<file path="config.mk">
export PLATFORM = sky130hd
export DESIGN_NAME = uv_trip_timer
export DESIGN_NICKNAME = d
export VERILOG_FILES = /design/src/rtl/uv_trip_pkg.sv /design/src/rtl/uv_trip_datapath.sv /design/src/rtl/uv_trip_ctrl.sv /design/src/rtl/uv_trip_timer.sv
export SDC_FILE = /design/constraint.sdc
export NUM_CORES = 1
export LEC_CHECK = 0
export ABC_CLOCK_PERIOD_IN_PS = 3700
export BUFFER_PORTS_ARGS = -buffer_cell sky130_fd_sc_hd__buf_2
export CAP_MARGIN = 20
export CORE_UTILIZATION = 30
export CTS_CLUSTER_SIZE = 14
export DETAILED_ROUTE_END_ITERATION = 8
export SLEW_MARGIN = 20
export SYNTH_ARGS = -nofsm -noshare
export SYNTH_HDL_FRONTEND = slang
export SYNTH_HIERARCHICAL = 1
export SYNTH_SLANG_ARGS = --single-unit
</file>
<file path="constraint.sdc">
create_clock -name clk -period 3.7 [get_ports clk]
set_input_delay 0.185 -clock clk [delete_from_list [all_inputs] [get_ports clk]]
set_output_delay 0.185 -clock clk [all_outputs]
set_load 0.05 [all_outputs]
</file>
<file path="src/rtl/uv_trip_pkg.sv">
package uv_trip_pkg;

  typedef enum logic [1:0] {
    MODE_OFF   = 2'b00,
    MODE_DT    = 2'b01,
    MODE_IDMT  = 2'b10,
    MODE_SPARE = 2'b11
  } uvMode_e;

  // Strobes from control to datapath
  typedef struct packed {
    logic cntInc;
    logic cntClr;
    logic intAcc;
    logic intClr;
    logic holdInc;
    logic holdClr;
  } uvStrobe_t;

endpackage

</file>
<file path="src/rtl/uv_trip_datapath.sv">
module uv_trip_datapath
  import uv_trip_pkg::*;
#(
  parameter int INC_W = 16,
  parameter int INT_W = 24,
  parameter int CNT_W = 16,
  parameter int unsigned OPERATE_LVL = 1_000_000
) (
  input  logic             clk,
  input  logic             rst,
  input  uvStrobe_t        strb,
  input  logic [INC_W-1:0] incr,
  input  logic [CNT_W-1:0] pickupDelay,
  input  logic [CNT_W-1:0] resetDelay,
  output logic             pickupDone,
  output logic             opReach,
  output logic             holdDone
);

  localparam int SUM_W = INT_W + 1;
  localparam logic [SUM_W-1:0] OP_EXT = SUM_W'(OPERATE_LVL);
  localparam logic [INT_W-1:0] OP_LVL = OP_EXT[INT_W-1:0];

  logic [CNT_W-1:0] pickCnt;
  logic [CNT_W-1:0] holdCnt;
  logic [INT_W-1:0] integ;
  logic [CNT_W:0]   pickPlus;
  logic [SUM_W-1:0] sumW;

  // Definite-time pick-up counter
  assign pickPlus   = {1'b0, pickCnt} + 1'b1;
  assign pickupDone = pickPlus >= {1'b0, pickupDelay};

  always_ff @(posedge clk) begin
    if (rst || strb.cntClr) pickCnt <= '0;
    else if (strb.cntInc && !(&pickCnt)) pickCnt <= pickCnt + 1'b1;
  end

  // Inverse-time integrator, saturating at the operate level
  assign sumW    = {1'b0, integ} + SUM_W'(incr);
  assign opReach = sumW >= OP_EXT;

  always_ff @(posedge clk) begin
    if (rst || strb.intClr) integ <= '0;
    else if (strb.intAcc) integ <= opReach ? OP_LVL : sumW[INT_W-1:0];
  end

  // Reset hold counter
  assign holdDone = holdCnt == resetDelay;

  always_ff @(posedge clk) begin
    if (rst || strb.holdClr) holdCnt <= '0;
    else if (strb.holdInc && !(&holdCnt)) holdCnt <= holdCnt + 1'b1;
  end

  AST_INT_CAPPED: assert property (@(posedge clk) disable iff (rst)
    integ <= OP_LVL);
  AST_HOLD_FREEZES: assert property (@(posedge clk) disable iff (rst)
    strb.holdInc && !strb.intClr |=> $stable(integ));
  AST_CLR_EMPTIES: assert property (@(posedge clk) disable iff (rst)
    strb.intClr |=> integ == '0);

endmodule

</file>
<file path="src/rtl/uv_trip_ctrl.sv">
module uv_trip_ctrl
  import uv_trip_pkg::*;
(
  input  logic       clk,
  input  logic       rst,
  input  logic       sampleStb,
  input  logic       uvDetect,
  input  logic       aboveReset,
  input  logic [1:0] mode,
  input  logic       blockIn,
  input  logic       instTrip,
  input  logic       pickupDone,
  input  logic       opReach,
  input  logic       holdDone,
  output uvStrobe_t  strb,
  output logic       trip
);

  uvMode_e modeE;
  logic    active;
  logic    tripNext;

  assign modeE  = uvMode_e'(mode);
  assign active = !blockIn && (modeE == MODE_DT || modeE == MODE_IDMT);

  always_comb begin
    strb     = '0;
    tripNext = trip;
    if (!active) begin
      strb.cntClr  = 1'b1;
      strb.intClr  = 1'b1;
      strb.holdClr = 1'b1;
      tripNext     = 1'b0;
    end else begin
      if (sampleStb) begin
        if (trip) begin
          // after a trip recovery is always immediate
          if (aboveReset && !uvDetect) begin
            tripNext     = 1'b0;
            strb.cntClr  = 1'b1;
            strb.intClr  = 1'b1;
            strb.holdClr = 1'b1;
          end
        end else if (modeE == MODE_DT) begin
          strb.intClr  = 1'b1;
          strb.holdClr = 1'b1;
          if (uvDetect) begin
            strb.cntInc = 1'b1;
            if (pickupDone) tripNext = 1'b1;
          end else begin
            strb.cntClr = 1'b1;
          end
        end else begin
          strb.cntClr = 1'b1;
          if (uvDetect) begin
            strb.intAcc  = 1'b1;
            strb.holdClr = 1'b1;
            if (opReach) tripNext = 1'b1;
          end else if (aboveReset) begin
            if (holdDone) begin
              strb.intClr  = 1'b1;
              strb.holdClr = 1'b1;
            end else begin
              strb.holdInc = 1'b1;
            end
          end
        end
      end
      if (instTrip) tripNext = 1'b1;
    end
  end

  always_ff @(posedge clk) begin
    if (rst) trip <= 1'b0;
    else     trip <= tripNext;
  end

  AST_OFF_NO_TRIP: assert property (@(posedge clk) disable iff (rst)
    (mode == 2'b00 || mode == 2'b11) |=> !trip);
  AST_BLOCK_DROPS: assert property (@(posedge clk) disable iff (rst)
    blockIn |=> !trip);
  AST_INST_FORCES: assert property (@(posedge clk) disable iff (rst)
    instTrip && !blockIn && (mode == 2'b01 || mode == 2'b10) |=> trip);
  AST_TRIP_RESET_IMMED: assert property (@(posedge clk) disable iff (rst)
    trip && sampleStb && aboveReset && !uvDetect && !instTrip |=> !trip);

endmodule

</file>
<file path="src/rtl/uv_trip_timer.sv">
module uv_trip_timer
  import uv_trip_pkg::*;
#(
  parameter int INC_W = 16,
  parameter int INT_W = 24,
  parameter int CNT_W = 16,
  parameter int unsigned OPERATE_LVL = 1_000_000
) (
  input  logic             clk,
  input  logic             rst,
  input  logic             sampleStb,
  input  logic             uvDetect,
  input  logic             aboveReset,
  input  logic [INC_W-1:0] incr,
  input  logic [1:0]       mode,
  input  logic [CNT_W-1:0] pickupDelay,
  input  logic [CNT_W-1:0] resetDelay,
  input  logic             blockIn,
  input  logic             instTrip,
  output logic             trip
);

  uvStrobe_t strb;
  logic      pickupDone;
  logic      opReach;
  logic      holdDone;

  uv_trip_ctrl ctrl_i (
    .clk        (clk),
    .rst        (rst),
    .sampleStb  (sampleStb),
    .uvDetect   (uvDetect),
    .aboveReset (aboveReset),
    .mode       (mode),
    .blockIn    (blockIn),
    .instTrip   (instTrip),
    .pickupDone (pickupDone),
    .opReach    (opReach),
    .holdDone   (holdDone),
    .strb       (strb),
    .trip       (trip)
  );

  uv_trip_datapath #(
    .INC_W       (INC_W),
    .INT_W       (INT_W),
    .CNT_W       (CNT_W),
    .OPERATE_LVL (OPERATE_LVL)
  ) dp_i (
    .clk         (clk),
    .rst         (rst),
    .strb        (strb),
    .incr        (incr),
    .pickupDelay (pickupDelay),
    .resetDelay  (resetDelay),
    .pickupDone  (pickupDone),
    .opReach     (opReach),
    .holdDone    (holdDone)
  );

endmodule

</file>
==> impl_results.md <==
* # diodes at 0
* Slew Viols, Final at 0
* Clock Skew at between 0.006 and 0.007 ns
* CTS Sinks at 57
* Worst-path clk slew at roughly 0.050 ns
* Total number of vias at 3866
* Final setup violating endpoints at 0
* DR pass1 iterations at 4
* VDD IR-drop max at approximately 0.15 mV
* Async set-reset flop share out of synthesis at 0%
* Number of synthesized flops with an enable pin at 0
* CP Data Arrival Time at roughly 3.6 ns
* CP Class: reg -> reg
* Core area at 13900 sq um
* Clock Path Buffers at 2
* Setup TNS at 0 ns
* Post-layout min period at 3.43 ns
* Area Growth Syn to Fin at 19.4%
* Number of port buffers at between 50 and 60
* Max-cap viol count at 0
* Cell Pwr Density at about 340 nW/um^2
* Crit Path Max Fanout at 4
* Synthesis Warnings at 6
* Die span in y at between 100 and 150 um
* CTS tree: done
* Io pins at slightly below 60
* Synth top area cells: dfxtp_1, ha_1, xnor2_1, xor2_1, nor2_1
* Final wirelength at 10.3 mm
* Area after DPL at between 4000 and 5000 sq um
* Synth cell types at 64
* Die area at 14900 sq um
* Yosys top cell area share at between 20% and 30%
* DRC at 0
* Post-synth net total at ~600
* Worst setup EP type: register
* Status: completed
* Pin count of the biggest net entering global routing at 19
* Worst Setup Start Kind: register
* Num rows at 43
* Total CTS buffers at 9
* Dpl hpwl at 7.93 mm
* Placed insts at around 740
* Initial Util at 30.9%
* Hold Path Sink: ctrl_i/trip
* R2r worst-path depth at 17
* Seq/Total Area, Yosys at between 20% and 30%
* HP Start: blockIn
* Leak Pwr at 2.18 nW
* Reg2reg setup slack at about 0.27 ns
* Area leader, netlist: dfxtp_1
* Clk Latency, worst-skew pair at 0.33 ns
* Critical R2R Capture: ctrl_i/trip
* DR vias/cell at a little over 5
* H-tree lvl count at 3
* Hold path cells at 2
* Synth Instances at between 500 and 600
* Commonest cells after routing, fill and taps aside: dfxtp_1, buf_2, nor2_1
* Worst setup path startpoint: dp_i/pickCnt[0]
* Global placer's final weighted congestion at slightly below 0.9
* Fmax at 0.291 GHz
* Antenna-violating nets left at 0
* First-pass GRT wire length at 17.9 mm
* #FFs+latches synth at 57
* Root buffer cell: clkbuf_16
* Mean post-synth cell area at between 8 and 9 sq um
* 1st-iter DRT viols at 139
* NumNets Final at around 670
* Hold/Removal Path Class: in -> reg
* Fin cells at 760
* Finished Cell Area at around 5100 sq um
* Final Cycle Share at between 90% and 100%
* Tightest Pin Transition at between 0.8 and 0.9 ns
* Number of antenna violations at the first check in global routing at 0
* Predominant post-synthesis flop cell: dfxtp_1
* Die Wd at 122 um
* Endpoints failing hold at 0
* Post-Syn Area at roughly 4300 sq um
* GR Util All Layers at 15.2%
* Critical Path RT at 3.91 ns
* Ratio of cells with drive above 1 in the final layout at between 10% and 20%
* Reg-to-Reg Start: dp_i/pickCnt[0]
* Slew HR at around two fifths
* Routed length per instance at approximately 14 um
* Vias in the first global route at 3926
* Core Util, Final at ~37%
* Grt ovf at 0
## layout make-up
type	instances	area, sq um
flip-flops and latches	57	1140
inverters	28	105
well taps	180	225
clock inverters	7	125
fillers	1422	8790
multi-input cells	416	3000
repair buffers	63	330
clock buffers	9	225
## timing repair
action / CTS / global route
hold buffers: 0 / 0
buffers inserted: 0 / 1
setup endpoints to repair: 0 / 1
resized for setup: 0 / 4
## state kept, by name, indices dropped and copies added (netlist names)
name          cells
dp_i/integ       24
dp_i/holdCnt     16
dp_i/pickCnt     16
ctrl_i/trip       1
## where the power goes
group / total (mW) / switching, mW / internal, mW
registers: 0.616 / 0.00121 / 0.615
logic: 0.144 / 0.0806 / 0.0632
clock network: 0.983 / 0.319 / 0.664
total: 1.74 / 0.401 / 1.34
## synthesized netlist by cell type, types with 2 or more instances
master,instances
a41o_1,3
a211oi_2,3
o211ai_1,3
o21a_1,3
nand3_1,23
inv_1,28
buf_1,2
clkbuf_1,12
dfxtp_1,57
mux2i_1,3
o31ai_1,6
nor4_1,3
nand2_1,38
xor2_1,31
a211oi_1,3
nor2b_1,5
nor3_1,7
nand2b_1,5
o2111ai_1,2
a21oi_1,30
xnor2_1,39
and4_1,2
nor2_1,47
buf_2,5
a31oi_1,8
ha_1,36
or2_2,4
o21ai_0,21
nand4_1,14
a32o_1,11
and3_1,16
o221ai_1,3
and2_1,8
a21o_1,5
nor3b_1,3
or3_1,6
## cells by family (layout without fill, tap and decap cells)
logic type | after synthesis | in the layout | share of synthesized area, %
XOR/XNOR | 71 | 71 | 14.6
AND/OR/NAND/NOR | 188 | 188 | 22.5
flip-flops | 57 | 57 | 26.5
buffers and inverters | 50 | 107 | 4.79
multiplexers | 4 | 4 | 0.958
adder cells (fa/ha/maj) | 37 | 37 | 10.9
AO/OA/AOI/OAI | 116 | 116 | 19.8
## critical path, stage by stage, from the launching register on
cell       delay, ns
dfxtp_1         0.40
ha_1            0.25
nand3_2         0.16
nor4_4          0.35
and3_1          0.27
xor2_1          0.17
ha_1            0.26
nand4_1         0.12
nor2_1          0.06
nor2_1          0.08
nand2_1         0.06
a21o_1          0.17
a21oi_1         0.13
o31ai_1         0.09
a211o_1         0.29
mux2_1          0.29
nand3_1         0.10
a2111oi_2       0.06
## per-layer routing
metal / wire, um / track usage (%)
met1: 4990 / 19.7
met2: 4730 / 24.1
met3: 421 / 3.46
met4: 206 / 6.10
met5: 0 / 0
## worst max path at each step
stage                        to  cells after the start
global placement    ctrl_i/trip                     17
floorplan           ctrl_i/trip                     17
finish              ctrl_i/trip                     17
CTS                 ctrl_i/trip                     17
global route        ctrl_i/trip                     17
detailed placement  ctrl_i/trip                     17
## through the flow
stage | setup WS, ns | power [mW] | hold WS, ns
final | 0.267 | 1.74 | 0.0499
after global routing | -0.00306 | 1.83 | 0.0434
after CTS | 0.199 | 1.77 | 0.0340
after detailed placement | 0.215 | 0.774 | 0.397
after global placement | 0.296 | 0.771 | 0.384
after floorplan | 0.426 | 0.717 | 0.254
Note: power is estimated with default switching activity, not from simulation.
